**config.mk**
```make
export PLATFORM = sky130hd
export DESIGN_NAME = sc_ctrl_decoder
export DESIGN_NICKNAME = d
export VERILOG_FILES = /design/src/rtl/sc_ctrl_pkg.sv /design/src/rtl/sc_ctrl_class_dec.sv /design/src/rtl/sc_ctrl_word_gen.sv /design/src/rtl/sc_ctrl_branch_sel.sv /design/src/rtl/sc_ctrl_decoder.sv
export SDC_FILE = /design/constraint.sdc
export NUM_CORES = 1
export LEC_CHECK = 0
export CORE_AREA = 10 10 47 49
export DETAILED_ROUTE_END_ITERATION = 8
export DIE_AREA = 0 0 57 59
export DONT_BUFFER_PORTS = 1
export SLEW_MARGIN = 20
export SYNTH_ARGS = -nofsm -noshare
export SYNTH_HDL_FRONTEND = slang
export SYNTH_SLANG_ARGS = --single-unit
```
**constraint.sdc**
```tcl
create_clock -name vclk -period 1.2
set_input_delay 0.24 -clock vclk [all_inputs]
set_output_delay 0.24 -clock vclk [all_outputs]
set_load 0.05 [all_outputs]
```
**src/rtl/sc_ctrl_pkg.sv**
```systemverilog
package sc_ctrl_pkg;

   localparam int ALU_OP_W = 2;

   typedef enum logic [ALU_OP_W-1:0] {
      ALU_ADD = 2'b00,
      ALU_OR  = 2'b01,
      ALU_SUB = 2'b10
   } alu_op_e;

   typedef enum logic [2:0] {
      CLS_NOP  = 3'd0,
      CLS_ADDU = 3'd1,
      CLS_ORI  = 3'd2,
      CLS_LW   = 3'd3,
      CLS_SW   = 3'd4,
      CLS_BEQ  = 3'd5
   } instr_cls_e;

   typedef struct packed {
      logic    reg_dst_rd;
      logic    alu_src_imm;
      logic    ext_sign;
      alu_op_e alu_op;
      logic    mem_wr;
      logic    mem_to_reg;
      logic    reg_wr;
      logic    is_branch;
   } ctrl_word_t;

   localparam ctrl_word_t CTRL_NOP = '{
      reg_dst_rd:  1'b0,
      alu_src_imm: 1'b0,
      ext_sign:    1'b0,
      alu_op:      ALU_ADD,
      mem_wr:      1'b0,
      mem_to_reg:  1'b0,
      reg_wr:      1'b0,
      is_branch:   1'b0
   };

endpackage

```
**src/rtl/sc_ctrl_class_dec.sv**
```systemverilog
module sc_ctrl_class_dec
   import sc_ctrl_pkg::*;
#(
   parameter int          OP_W        = 6,
   parameter int          FN_W        = 6,
   parameter logic [OP_W-1:0] OPC_RTYPE = 6'h00,
   parameter logic [FN_W-1:0] FN_ADDU   = 6'h21,
   parameter logic [OP_W-1:0] OPC_ORI   = 6'h0D,
   parameter logic [OP_W-1:0] OPC_LW    = 6'h23,
   parameter logic [OP_W-1:0] OPC_SW    = 6'h2B,
   parameter logic [OP_W-1:0] OPC_BEQ   = 6'h04,
   parameter int          MATCH_STYLE = 0
) (
   input  logic [OP_W-1:0] opcode,
   input  logic [FN_W-1:0] funct,
   output instr_cls_e      cls
);

   localparam int N_LEGAL = 5;

   generate
      if (MATCH_STYLE == 1) begin : g_parallel
         logic [N_LEGAL-1:0] hit;
         assign hit[0] = (opcode == OPC_RTYPE) && (funct == FN_ADDU);
         assign hit[1] = (opcode == OPC_ORI);
         assign hit[2] = (opcode == OPC_LW);
         assign hit[3] = (opcode == OPC_SW);
         assign hit[4] = (opcode == OPC_BEQ);

         always_comb begin
            cls = CLS_NOP;
            if (hit[0]) cls = CLS_ADDU;
            if (hit[1]) cls = CLS_ORI;
            if (hit[2]) cls = CLS_LW;
            if (hit[3]) cls = CLS_SW;
            if (hit[4]) cls = CLS_BEQ;
         end
      end else begin : g_case
         always_comb begin
            cls = CLS_NOP;
            case (opcode)
               OPC_RTYPE: cls = (funct == FN_ADDU) ? CLS_ADDU : CLS_NOP;
               OPC_ORI:   cls = CLS_ORI;
               OPC_LW:    cls = CLS_LW;
               OPC_SW:    cls = CLS_SW;
               OPC_BEQ:   cls = CLS_BEQ;
               default:   cls = CLS_NOP;
            endcase
         end
      end
   endgenerate

endmodule

```
**src/rtl/sc_ctrl_word_gen.sv**
```systemverilog
module sc_ctrl_word_gen
   import sc_ctrl_pkg::*;
(
   input  instr_cls_e cls,
   output ctrl_word_t word
);

   always_comb begin
      word = CTRL_NOP;
      case (cls)
         CLS_ADDU: begin
            word.reg_dst_rd = 1'b1;
            word.alu_op     = ALU_ADD;
            word.reg_wr     = 1'b1;
         end
         CLS_ORI: begin
            word.alu_src_imm = 1'b1;
            word.ext_sign    = 1'b0;
            word.alu_op      = ALU_OR;
            word.reg_wr      = 1'b1;
         end
         CLS_LW: begin
            word.alu_src_imm = 1'b1;
            word.ext_sign    = 1'b1;
            word.alu_op      = ALU_ADD;
            word.mem_to_reg  = 1'b1;
            word.reg_wr      = 1'b1;
         end
         CLS_SW: begin
            word.alu_src_imm = 1'b1;
            word.ext_sign    = 1'b1;
            word.alu_op      = ALU_ADD;
            word.mem_wr      = 1'b1;
         end
         CLS_BEQ: begin
            word.ext_sign  = 1'b1;
            word.alu_op    = ALU_SUB;
            word.is_branch = 1'b1;
         end
         default: word = CTRL_NOP;
      endcase
   end

endmodule

```
**src/rtl/sc_ctrl_branch_sel.sv**
```systemverilog
module sc_ctrl_branch_sel (
   input  logic is_branch,
   input  logic regs_equal,
   output logic pc_branch
);

   assign pc_branch = is_branch & regs_equal;

endmodule

```
**src/rtl/sc_ctrl_decoder.sv**
```systemverilog
module sc_ctrl_decoder
   import sc_ctrl_pkg::*;
#(
   parameter int          OP_W        = 6,
   parameter int          FN_W        = 6,
   parameter logic [OP_W-1:0] OPC_RTYPE = 6'h00,
   parameter logic [FN_W-1:0] FN_ADDU   = 6'h21,
   parameter logic [OP_W-1:0] OPC_ORI   = 6'h0D,
   parameter logic [OP_W-1:0] OPC_LW    = 6'h23,
   parameter logic [OP_W-1:0] OPC_SW    = 6'h2B,
   parameter logic [OP_W-1:0] OPC_BEQ   = 6'h04,
   parameter int          MATCH_STYLE = 0
) (
   input  logic [OP_W-1:0]     opcode,
   input  logic [FN_W-1:0]     funct,
   input  logic                regs_equal,
   output logic                reg_dst_rd,
   output logic                alu_src_imm,
   output logic                ext_sign,
   output logic [ALU_OP_W-1:0] alu_op,
   output logic                mem_wr,
   output logic                mem_to_reg,
   output logic                reg_wr,
   output logic                pc_branch
);

   generate
      if (OP_W < 1 || FN_W < 1) begin : g_bad_width
         $error("sc_ctrl_decoder: field widths must be positive");
      end
      if (MATCH_STYLE != 0 && MATCH_STYLE != 1) begin : g_bad_style
         $error("sc_ctrl_decoder: MATCH_STYLE must be 0 or 1");
      end
      if (OPC_RTYPE == OPC_ORI || OPC_RTYPE == OPC_LW || OPC_RTYPE == OPC_SW ||
          OPC_RTYPE == OPC_BEQ || OPC_ORI == OPC_LW || OPC_ORI == OPC_SW ||
          OPC_ORI == OPC_BEQ || OPC_LW == OPC_SW || OPC_LW == OPC_BEQ ||
          OPC_SW == OPC_BEQ) begin : g_bad_codes
         $error("sc_ctrl_decoder: opcode encodings must be distinct");
      end
   endgenerate

   instr_cls_e cls;
   ctrl_word_t word;

   sc_ctrl_class_dec #(
      .OP_W(OP_W), .FN_W(FN_W),
      .OPC_RTYPE(OPC_RTYPE), .FN_ADDU(FN_ADDU), .OPC_ORI(OPC_ORI),
      .OPC_LW(OPC_LW), .OPC_SW(OPC_SW), .OPC_BEQ(OPC_BEQ),
      .MATCH_STYLE(MATCH_STYLE)
   ) u_class (
      .opcode(opcode),
      .funct (funct),
      .cls   (cls)
   );

   sc_ctrl_word_gen u_word (
      .cls (cls),
      .word(word)
   );

   sc_ctrl_branch_sel u_branch (
      .is_branch (word.is_branch),
      .regs_equal(regs_equal),
      .pc_branch (pc_branch)
   );

   assign reg_dst_rd  = word.reg_dst_rd;
   assign alu_src_imm = word.alu_src_imm;
   assign ext_sign    = word.ext_sign;
   assign alu_op      = word.alu_op;
   assign mem_wr      = word.mem_wr;
   assign mem_to_reg  = word.mem_to_reg;
   assign reg_wr      = word.reg_wr;

endmodule

```
## Word level (Yosys, flattened, before mapping)

Index checks and enable logic that the tools add are counted.

| storage, ports and cells | value |
|---|---|
| register bits after elaboration | 0 |
| input bits | 13 |
| output and inout bits | 9 |

| operators by class | value |
|---|---|
| equal/unequal tests | 10 |
| muxes and demuxes | 10 |
| bitwise gates (word level) | 1 |
| reductions and logical operators | 4 |

Operator list:

| kind | number |
|---|---|
| $eq A6 B6 Y1 const B | 3 |
| $pmux W3 S5 | 1 |
| $reduce_or A3 Y1 | 3 |
| $mux W1 | 8 |
| $eq A3 B2 Y1 const B | 2 |
| $eq A3 B3 Y1 const B | 2 |
| $eq A6 B3 Y1 const B | 1 |
| $eq A6 B4 Y1 const B | 1 |
| $logic_not A6 Y1 | 1 |
| $pmux W2 S2 | 1 |
| $eq A3 B1 Y1 const B | 1 |
| $and A1 B1 Y1 | 1 |

## Logic depth before layout (Yosys ltp)

Gate-level depths: netlist of the first run.

| depth | value |
|---|---|
| word-level depth | 6 |
| mapped depth | 3 |
| gate-level depth less buffers | 3 |

## Modules after synthesis

Synthesis of the first run repeated with hierarchy kept, for this count alone.

| second synthesis, totals | value |
|---|---|
| cells, all modules | 28 |
| area, all modules | 178.9 um2 |

By module, submodules not included:

| module | instances | cells each | area each (um2) | sequential area each (um2) |
|---|---|---|---|---|
| sc_ctrl_class_dec | 1 | 14 | 100.1 | 0.0 |
| sc_ctrl_word_gen | 1 | 13 | 72.6 | 0.0 |
| sc_ctrl_branch_sel | 1 | 1 | 6.3 | 0.0 |

## Worst setup path after synthesis of the first run

No wires, ideal clock.

| timing | value |
|---|---|
| kind | input to output |
| start | input opcode[2] |
| end | output reg_wr |
| data arrival time | 2.228 ns |
| data required time | 0.960 ns |
| setup slack | -1.268 ns |
| cell stages on the path | 3 |
| buffers on the path | 0 |
| cell sequence | nand4b_1 -> nor3_1 -> o32a_1 |

| on the way | value |
|---|---|
| word-level cells in the longest chain between the ends | 5 |
| elaborated cells between the ends (all ways) | 11 |
| those cells by class | eq/ne: 7; mux: 2; reduce/logical: 2 |

RTL lines:

| item | RTL line | RTL |
|---|---|---|
| start: declaration | sc_ctrl_decoder.sv:14 | `input logic [OP_W-1:0] opcode,` |
| $eq A6 B3 Y1 (tied with other cells) | sc_ctrl_class_dec.sv:41 | `case (opcode)` |
| $pmux W3 S5 * | sc_ctrl_class_dec.sv:41 |  |
| $eq A3 B2 Y1 or $eq A3 B1 Y1 (tied branches) | sc_ctrl_word_gen.sv:10 | `case (cls)` |
| $reduce_or A3 Y1 (no line) * | n/a |  |
| $mux W1 * | sc_ctrl_word_gen.sv:10 |  |
| end: declaration | sc_ctrl_decoder.sv:23 | `output logic reg_wr,` |

Every way passes the cells marked *; elsewhere a longest branch is shown, timed or not.

## Worst setup path in the final report of the first run

| timing | value |
|---|---|
| start | input opcode[1] |
| end | output reg_dst_rd |

| on the way | value |
|---|---|
| word-level cells in the longest chain between the ends | 4 |
| elaborated cells between the ends (all ways) | 8 |
| those cells by class | eq/ne: 5; mux: 2; reduce/logical: 1 |

RTL lines:

| item | RTL line | RTL |
|---|---|---|
| $eq A6 B3 Y1 (tied with other cells) | sc_ctrl_class_dec.sv:41 |  |
| $pmux W3 S5 * | sc_ctrl_class_dec.sv:41 |  |
| $eq A3 B1 Y1 * | sc_ctrl_word_gen.sv:10 |  |
| $mux W1 * | sc_ctrl_word_gen.sv:10 |  |
| end: declaration | sc_ctrl_decoder.sv:17 | `output logic reg_dst_rd,` |

Marks and branches as above.

==> results of run 1 <==
logic make-up after synthesis:
kind of cell / Yosys count / share of synthesized area
simple gates: 16 / 0.802
compound gates: 3 / 0.174
buf+inv: 1 / 0.0248
stage by stage:
stage	power, uW	hold slack, ps	area [um^2]
6_report	55.6	635	389
2_1_floorplan	34.9	543	198
3_5_place_dp	44.1	678	298
5_1_grt	58.5	640	389
4_1_cts	50.6	640	353
3_3_place_gp	43.5	677	298
critical path, cell delays in order:
cell and delay, ps:
nor4b_4 260, and3_4 220, nor4b_4 240, buf_12 180
timing repair:
item	4_1_cts	5_1_grt
endpoints found under the setup margin	7	8
endpoints found under the hold margin	0	0
gates resized for setup	11	6
pin swaps	6	4
setup buffers	0	1
Yosys cell counts (all sizes together):
library cell	count
and3	2
o32a	1
and2	1
nor2	2
nor4b	3
a21oi	1
nand4b	1
nand2	1
inv	1
nor3	3
and4b	1
nor3b	1
o2bb2a	1
or2	1
final cells by class:
cell class / instances / area (um^2) / share of cell area
multi-input cells: 19 / 255 / 0.656
repair buffers: 10 / 110 / 0.283
inverters: 1 / 3.75 / 0.00965
well taps: 16 / 20.0 / 0.0514
layout by cell type, fill, tap and decap left out:
master	instances
nor2_1	1
nor2_2	1
buf_12	1
nor3_2	1
nand4b_1	1
nor4b_4	3
and2_4	1
and3_4	1
inv_1	1
buf_8	1
o32a_4	1
nand2_1	1
buf_4	4
buf_6	4
nor3_4	2
nor3b_4	1
o2bb2a_2	1
and4b_4	1
a21oi_4	1
and3_2	1
or2_4	1
routing by layer:
layer | share of wire | up-vias | wire length (um) | GRT usage
met5 | 0 | - | 0 | 0
met4 | 0 | 0 | 0 | 0
met3 | 0.19 | 0 | 156 | 0.0386
met2 | 0.50 | 12 | 416 | 0.0806
met1 | 0.31 | 102 | 263 | 0.0414
li1 | - | 102 | - | -
report_power, final:
group | switching, uW | internal, uW
sequential | 0 | 0
clock | 0 | 0
combinational | 28.4 | 27.3
total | 28.4 | 27.3
worst max path at each step:
stage	start	end	slack, ps
after floorplan	opcode[2]	reg_wr	-460
after global placement	funct[3]	reg_dst_rd	-290
after detailed placement	funct[3]	reg_dst_rd	-250
after CTS	funct[2]	reg_dst_rd	-190
after global routing	opcode[1]	reg_dst_rd	-250
final	opcode[1]	reg_dst_rd	-180
==> impl_results.md, run 1 <==
- Area Growth Syn to Fin: 157%
- DR pass1 iterations: 3
- Starting density of the core: 0.108
- Seq Cell Count: 0
- GRT Residual Overflow: 0
- # DRC: 0
- # clk buffers: 0
- Endpoint type of the worst setup path: output port
- 1st-iter DRT viols: 2
- Slew Limit Fails: 0
- Post-Syn Nets: 33
- Pre-CTS setup slack: -251 ps
- Filler cells: 145
- Relative slew margins: 0.823
- Via count: 216
- Min cycle time layout: 1380 ps
- Yosys warns: 0
- Status: finished, violations left
- CORE AREA: 0.00140 mm^2
- WL/cell: 18.2 um
- Maxcap violations: 0
- Worst EP required: 960 ps
- Largest net degree at the start of global routing: 8
- Mapped Area: 151 um^2
- Final core utilization: 0.278
- FMAX: 724 MHz
- Die Span Y: 59 um
- RePlAce Congestion: 0.710
- Die Wd: 57 um
- Critical Path Source Type: primary input
- Initial antenna violation count: 0
- Total wire length: 836 um
- Number of global-route vias before repair: 257
- Antenna Nets Post-Route: 0
- Failing checks: setup timing
- Mapped Cells: 20
- Max VDD drop: 0.0433 mV
- Count of cell types in the netlist: 16
- TNS Setup: -692 ps
- Largest area contributor in the netlist: nor4b_1
- Diode count: 0
- Post-DP HPWL: 720 um
- Total GRT Usage: 0.0453
- Slew @ Worst Pin: 264 ps
- CP Max Fanout: 3
- Hold endpoint: ext_sign
- Vias/cell: 4.70
- Hold_sp: opcode[4]
- Final net count: 45
- Final Hold Fails: 0
- Avg Synthesized Cell Area: 7.57 um^2
- Cell row count: 14
- Unrepaired setup endpoints after global routing: yes
- Fraction of layout cells with a size suffix above 1: 0.867
- Ports: 22
- Die area: 0.00336 mm^2
- Placed cell count: 45
- P per Cell Area: 143 mW/mm^2
- Share of the synthesized area in the top cell type: 0.116
- Final setup violating endpoints: 7
- Hold Crit Class: primary input to output port
- Sequential Area: 0 um^2
- Post-synthesis sequential area ratio: 0
- Final period util: 1.15
- Leakage power: 0.000143 uW
- Setup CP Type: primary input to output port
- Port buffer count: 0
- CTS Hold Bufs: 0
- Synth area leaders: nor4b_1 (12%), nor3_1 (9.9%), nor4b_2 (9.9%)
- Min-Delay Path Depth: 2
- Final non-filler cell total: 46
- Final worst setup slack: -181 ps
- Critical Path AT: 1140 ps
- First-pass GRT wire length: 1290 um
Power figures use the tool's default switching activity.
==> run 2, diff against run 1 <==
--- a/config.mk
+++ b/config.mk
@@ -9,6 +9,7 @@
 export DETAILED_ROUTE_END_ITERATION = 8
 export DIE_AREA = 0 0 57 59
 export DONT_BUFFER_PORTS = 1
+export REMOVE_ABC_BUFFERS = 1
 export SLEW_MARGIN = 20
 export SYNTH_ARGS = -nofsm -noshare
 export SYNTH_HDL_FRONTEND = slang
==> run 2 against run 1 <==
Final area grew 6.1%. Maximum frequency down 3.4%. The flow still finishes with violations (setup timing). Highest routed layer unchanged. Cell count grew 11%.
==> impl_results.md, run 2 (synthesized netlist as in run 1, its figures left out) <==
- Status: finished, violations left
- Failing checks: setup timing
- Die area: 0.00336 mm^2 (unchanged)
- Critical Path AT: 1190 ps (+50 ps)
- Vias/cell: 4.57 (-2.7%)
- Total wire length: 821 um (-1.8%)
- Initial antenna violation count: 0 (unchanged)
- Final core utilization: 0.295 (+0.0170)
- Starting density of the core: 0.108 (unchanged)
- Slew @ Worst Pin: 244 ps (-19.6 ps)
- Min Hold Slack: 638 ps (+2.69 ps)
- CP Max Fanout: 2 (-1)
- Die Span Y: 59 um (unchanged)
- Critical Path Source Type: primary input
- Slew Limit Fails: 0 (unchanged)
- Fraction of layout cells with a size suffix above 1: 0.857 (-0.00952)
- Placed cell areas: 289 um^2 (-2.9%)
- Setup CP Type: primary input to output port
- CORE AREA: 0.00140 mm^2 (unchanged)
- GRT Residual Overflow: 0 (unchanged)
- Via count: 233 (+7.9%)
- Most common cell after layout, fill and taps aside: buf_4
- Min cycle time layout: 1430 ps (+48.5 ps)
- Unrepaired setup endpoints after global routing: yes
- FMAX: 700 MHz (-3.4%)
- Endpoint type of the worst setup path: output port
- Final net count: 50 (+11%)
- Finished layout cell area: 413 um^2 (+6.1%)
- CTS Hold Bufs: 0 (unchanged)
- Area Growth Syn to Fin: 173%
- Final setup violating endpoints: 7 (unchanged)
- Hold Crit Class: primary input to output port
- Die Wd: 57 um (unchanged)
- Post-DP HPWL: 693 um (-3.8%)
- # DRC: 0 (unchanged)
- Commonest cells after routing, fill and taps aside: buf_4 (8), buf_6 (3)
- Worst EP required: 960 ps (about the same)
- Max VDD drop: 0.0343 mV (-21%)
- Maxcap violations: 0 (unchanged)
- First-pass GRT wire length: 1340 um (+3.7%)
- Ports: 22 (unchanged)
- RePlAce Congestion: 0.740 (+4.3%)
- Relative slew margins: 0.836 (+0.0130)
- Final Hold Fails: 0 (unchanged)
- P per Cell Area: 156 mW/mm^2 (+9.1%)
- Seq Cell Count: 0 (unchanged)
- Final worst setup slack: -229 ps (-48.5 ps)
- Antenna Nets Post-Route: 0 (unchanged)
- Sequential Area: 0 um^2 (unchanged)
- Largest net degree at the start of global routing: 8 (unchanged)
- Cell row count: 14 (unchanged)
- WL/cell: 16.1 um (-11%)
- Leakage power: 0.000160 uW (+12%)
- Filler cells: 153 (+5.5%)
- Final period util: 1.19 (+0.0404)
- # clk buffers: 0 (unchanged)
- 1st-iter DRT viols: 4 (+2)
- Number of global-route vias before repair: 257 (unchanged)
- Diode count: 0 (unchanged)
- DR pass1 iterations: 3 (unchanged)
- Total GRT Usage: 0.0462 (+0.000903)
- Port buffer count: 0 (unchanged)
## run 2: critical path, cell delays in order
cell     delay (ps)
nor4b_2         140
and3_1          160
buf_4           130
o32a_1          360
buf_12          160
## run 2: cell type report
| class | instances | area (um^2) | share of cell area |
|---|---|---|---|
| inverter | 1 | 3.75 | 0.00909 |
| timing repair buffer | 15 | 164 | 0.397 |
| multi-input combinational | 19 | 225 | 0.545 |
| tap | 16 | 20.0 | 0.0485 |
## run 2: worst paths after layout
path                      start  endpoint  cells past startpoint
worst min-delay path  opcode[4]  ext_sign                      2
worst max-delay path   funct[5]    reg_wr                      5
## run 2: stage by stage
step	worst slack (ps)	std cells	setup TNS [ps]	power [uW]
floorplan	-1270	20	-3940	29.4
global placement	-244	47	-812	47.3
detailed placement	-274	47	-897	47.9
CTS	-210	49	-824	59.9
global route	-298	51	-1360	68.2
finish	-229	51	-894	64.4
## run 2: report_power, final
part           switching, uW  total, uW  internal (uW)
combinational           30.9       64.4           33.5
sequential                 0          0              0
clock                      0          0              0
total                   30.9       64.4           33.5
## run 2: routing by layer
metal	share of wire	track usage
met1	0.29	0.0450
met2	0.57	0.0930
met3	0.14	0.0193
met4	0	0
met5	0	0
## run 2: timing repair
| item | 4_1_cts | 5_1_grt |
|---|---|---|
| setup endpoints to repair | 7 | 9 |
| pin swaps | 4 | 5 |
| setup buffers | 2 | 3 |
| resized for setup | 16 | 4 |
| gates cloned | 0 | 0 |
==> run 3, diff against run 2 <==
--- a/config.mk
+++ b/config.mk
@@ -14,3 +14,4 @@
 export SYNTH_ARGS = -nofsm -noshare
 export SYNTH_HDL_FRONTEND = slang
 export SYNTH_SLANG_ARGS = --single-unit
+export TNS_END_PERCENT = 20
==> run 3 against run 2 <==
The flow still finishes with violations (setup timing). Cell count is 5.9% lower. Critical path depth unchanged. Total power shrank 3.2%. Maximum frequency rose by 0.50%. Flip-flop and latch count did not move. Core utilization fell by 0.71 points. Global-route usage is 0.39 points lower. Hold slack is essentially flat. Non-clock buffer count fell by 3. Die area unchanged. Critical path type unchanged. Largest cell class unchanged. Highest routed layer unchanged.
==> impl_results.md, run 3 (synthesized netlist as in run 1, its figures left out) <==
- Total GRT Usage: 0.0423 (-0.00390)
- # DRC: 0 (unchanged)
- Relative slew margins: 0.833 (-0.00340)
- 1st-iter DRT viols: 3 (-1)
- P per Cell Area: 155 mW/mm^2 (-0.80%)
- Largest net degree at the start of global routing: 8 (unchanged)
- Final period util: 1.19 (-0.00590)
- Final Hold Fails: 0 (unchanged)
- Vias/cell: 4.71 (+3.1%)
- Worst EP required: 960 ps (about the same)
- Ports: 22 (unchanged)
- Die Wd: 57 um (unchanged)
- First-pass GRT wire length: 1240 um (-7.7%)
- FMAX: 703 MHz (+0.50%)
- Diode count: 0 (unchanged)
- Commonest cells after routing, fill and taps aside: buf_4 (6), buf_6 (4), nor4b_4 (3)
- Final net count: 47 (-6.0%)
- Number of global-route vias before repair: 252 (-1.9%)
- Maxcap violations: 0 (unchanged)
- Sequential Area: 0 um^2 (unchanged)
- Worst path slowest cell: o32a_1
- Min cycle time layout: 1420 ps (-7.09 ps)
- Crit-path cells: nor4b_4 -> and3_4 -> buf_4 -> o32a_1 -> buf_12
- DR pass1 iterations: 3 (unchanged)
- Area Growth Syn to Fin: 166%
- Hold Crit Class: primary input to output port
- Fraction of layout cells with a size suffix above 1: 0.813 (-0.0446)
- Seq Cell Count: 0 (unchanged)
- WL/cell: 17.5 um (+8.8%)
- Final core utilization: 0.288 (-0.00714)
- Failing checks: setup timing
- Via count: 226 (-3.0%)
- Slew Limit Fails: 0 (unchanged)
- Critical Path AT: 1180 ps (about the same)
- Status: finished, violations left
- GRT Residual Overflow: 0 (unchanged)
- CP Max Fanout: 2 (unchanged)
- Min Hold Slack: 638 ps (+0.0640 ps)
- Port buffer count: 0 (unchanged)
- Final worst setup slack: -222 ps (+7.08 ps)
- Post-DP HPWL: 693 um (unchanged)
- Initial antenna violation count: 0 (unchanged)
- Antenna Nets Post-Route: 0 (unchanged)
- Die Span Y: 59 um (unchanged)
- Unrepaired setup endpoints after global routing: yes
- Total wire length: 841 um (+2.4%)
- Leakage power: 0.000147 uW (-7.8%)
- Endpoint type of the worst setup path: output port
- Slew @ Worst Pin: 250 ps (+5.07 ps)
- Cell row count: 14 (unchanged)
- # clk buffers: 0 (unchanged)
- Most common cell after layout, fill and taps aside: buf_4
- Final setup violating endpoints: 7 (unchanged)
- Filler cells: 157 (+2.6%)
- Setup CP Type: primary input to output port
- CP peak stage delay: 380 ps (+20 ps)
- CORE AREA: 0.00140 mm^2 (unchanged)
- Critical Path Source Type: primary input
- RePlAce Congestion: 0.740 (unchanged)
- Max VDD drop: 0.0294 mV (-14%)
- Starting density of the core: 0.108 (unchanged)
- Die area: 0.00336 mm^2 (unchanged)
run 3: worst paths after layout:
kind       from  endpoint  slack [ps]  cells past startpoint
min   opcode[4]  ext_sign         640                      2
max    funct[5]    reg_wr        -220                      5
run 3: cell type report:
type                            instances  area [um^2]  area share
Multi-Input combinational cell         19          249       0.618
Tap cell                               16         20.0      0.0497
Timing Repair Buffer                   12          130       0.323
Inverter                                1         3.75     0.00932
run 3: where the power goes:
group	internal, uW	total, uW	switching [uW]	leakage (uW)
clock	0	0	0	0
combinational	31.7	62.3	30.6	0.000147
sequential	0	0	0	0
total	31.7	62.3	30.6	0.000147
run 3: repair_timing:
item,CTS,global route
endpoints found under the setup margin,7,8
pin swaps,4,4
resized for setup,12,7
endpoints found under the hold margin,0,0
cloned,0,0
buffers inserted,1,0
hold buffers,0,0
run 3: layer usage:
metal  up-vias  wire length, um  track usage
met5         -                0            0
met4         0                0            0
met3         0              118       0.0193
met2        10              468       0.0853
met1       111              254       0.0402
li1        105                -            -
run 3: through the flow:
| step | cell area, um^2 | TNS [ps] | power, uW | std cells | worst slack, ps |
|---|---|---|---|---|---|
| after floorplan | 151 | -3940 | 29.4 | 20 | -1270 |
| after global placement | 289 | -812 | 47.3 | 47 | -244 |
| after detailed placement | 289 | -897 | 47.9 | 47 | -274 |
| after CTS | 355 | -795 | 56.8 | 48 | -212 |
| after global routing | 403 | -1210 | 65.3 | 48 | -277 |
| final | 403 | -822 | 62.3 | 48 | -222 |
run 3: worst max-delay path, delay by kind of cell:
| family | cells | cell delay [ps] |
|---|---|---|
| buffers and inverters | 2 | 280 |
| AND/OR/NAND/NOR | 2 | 280 |
| AO/OA/AOI/OAI | 1 | 380 |
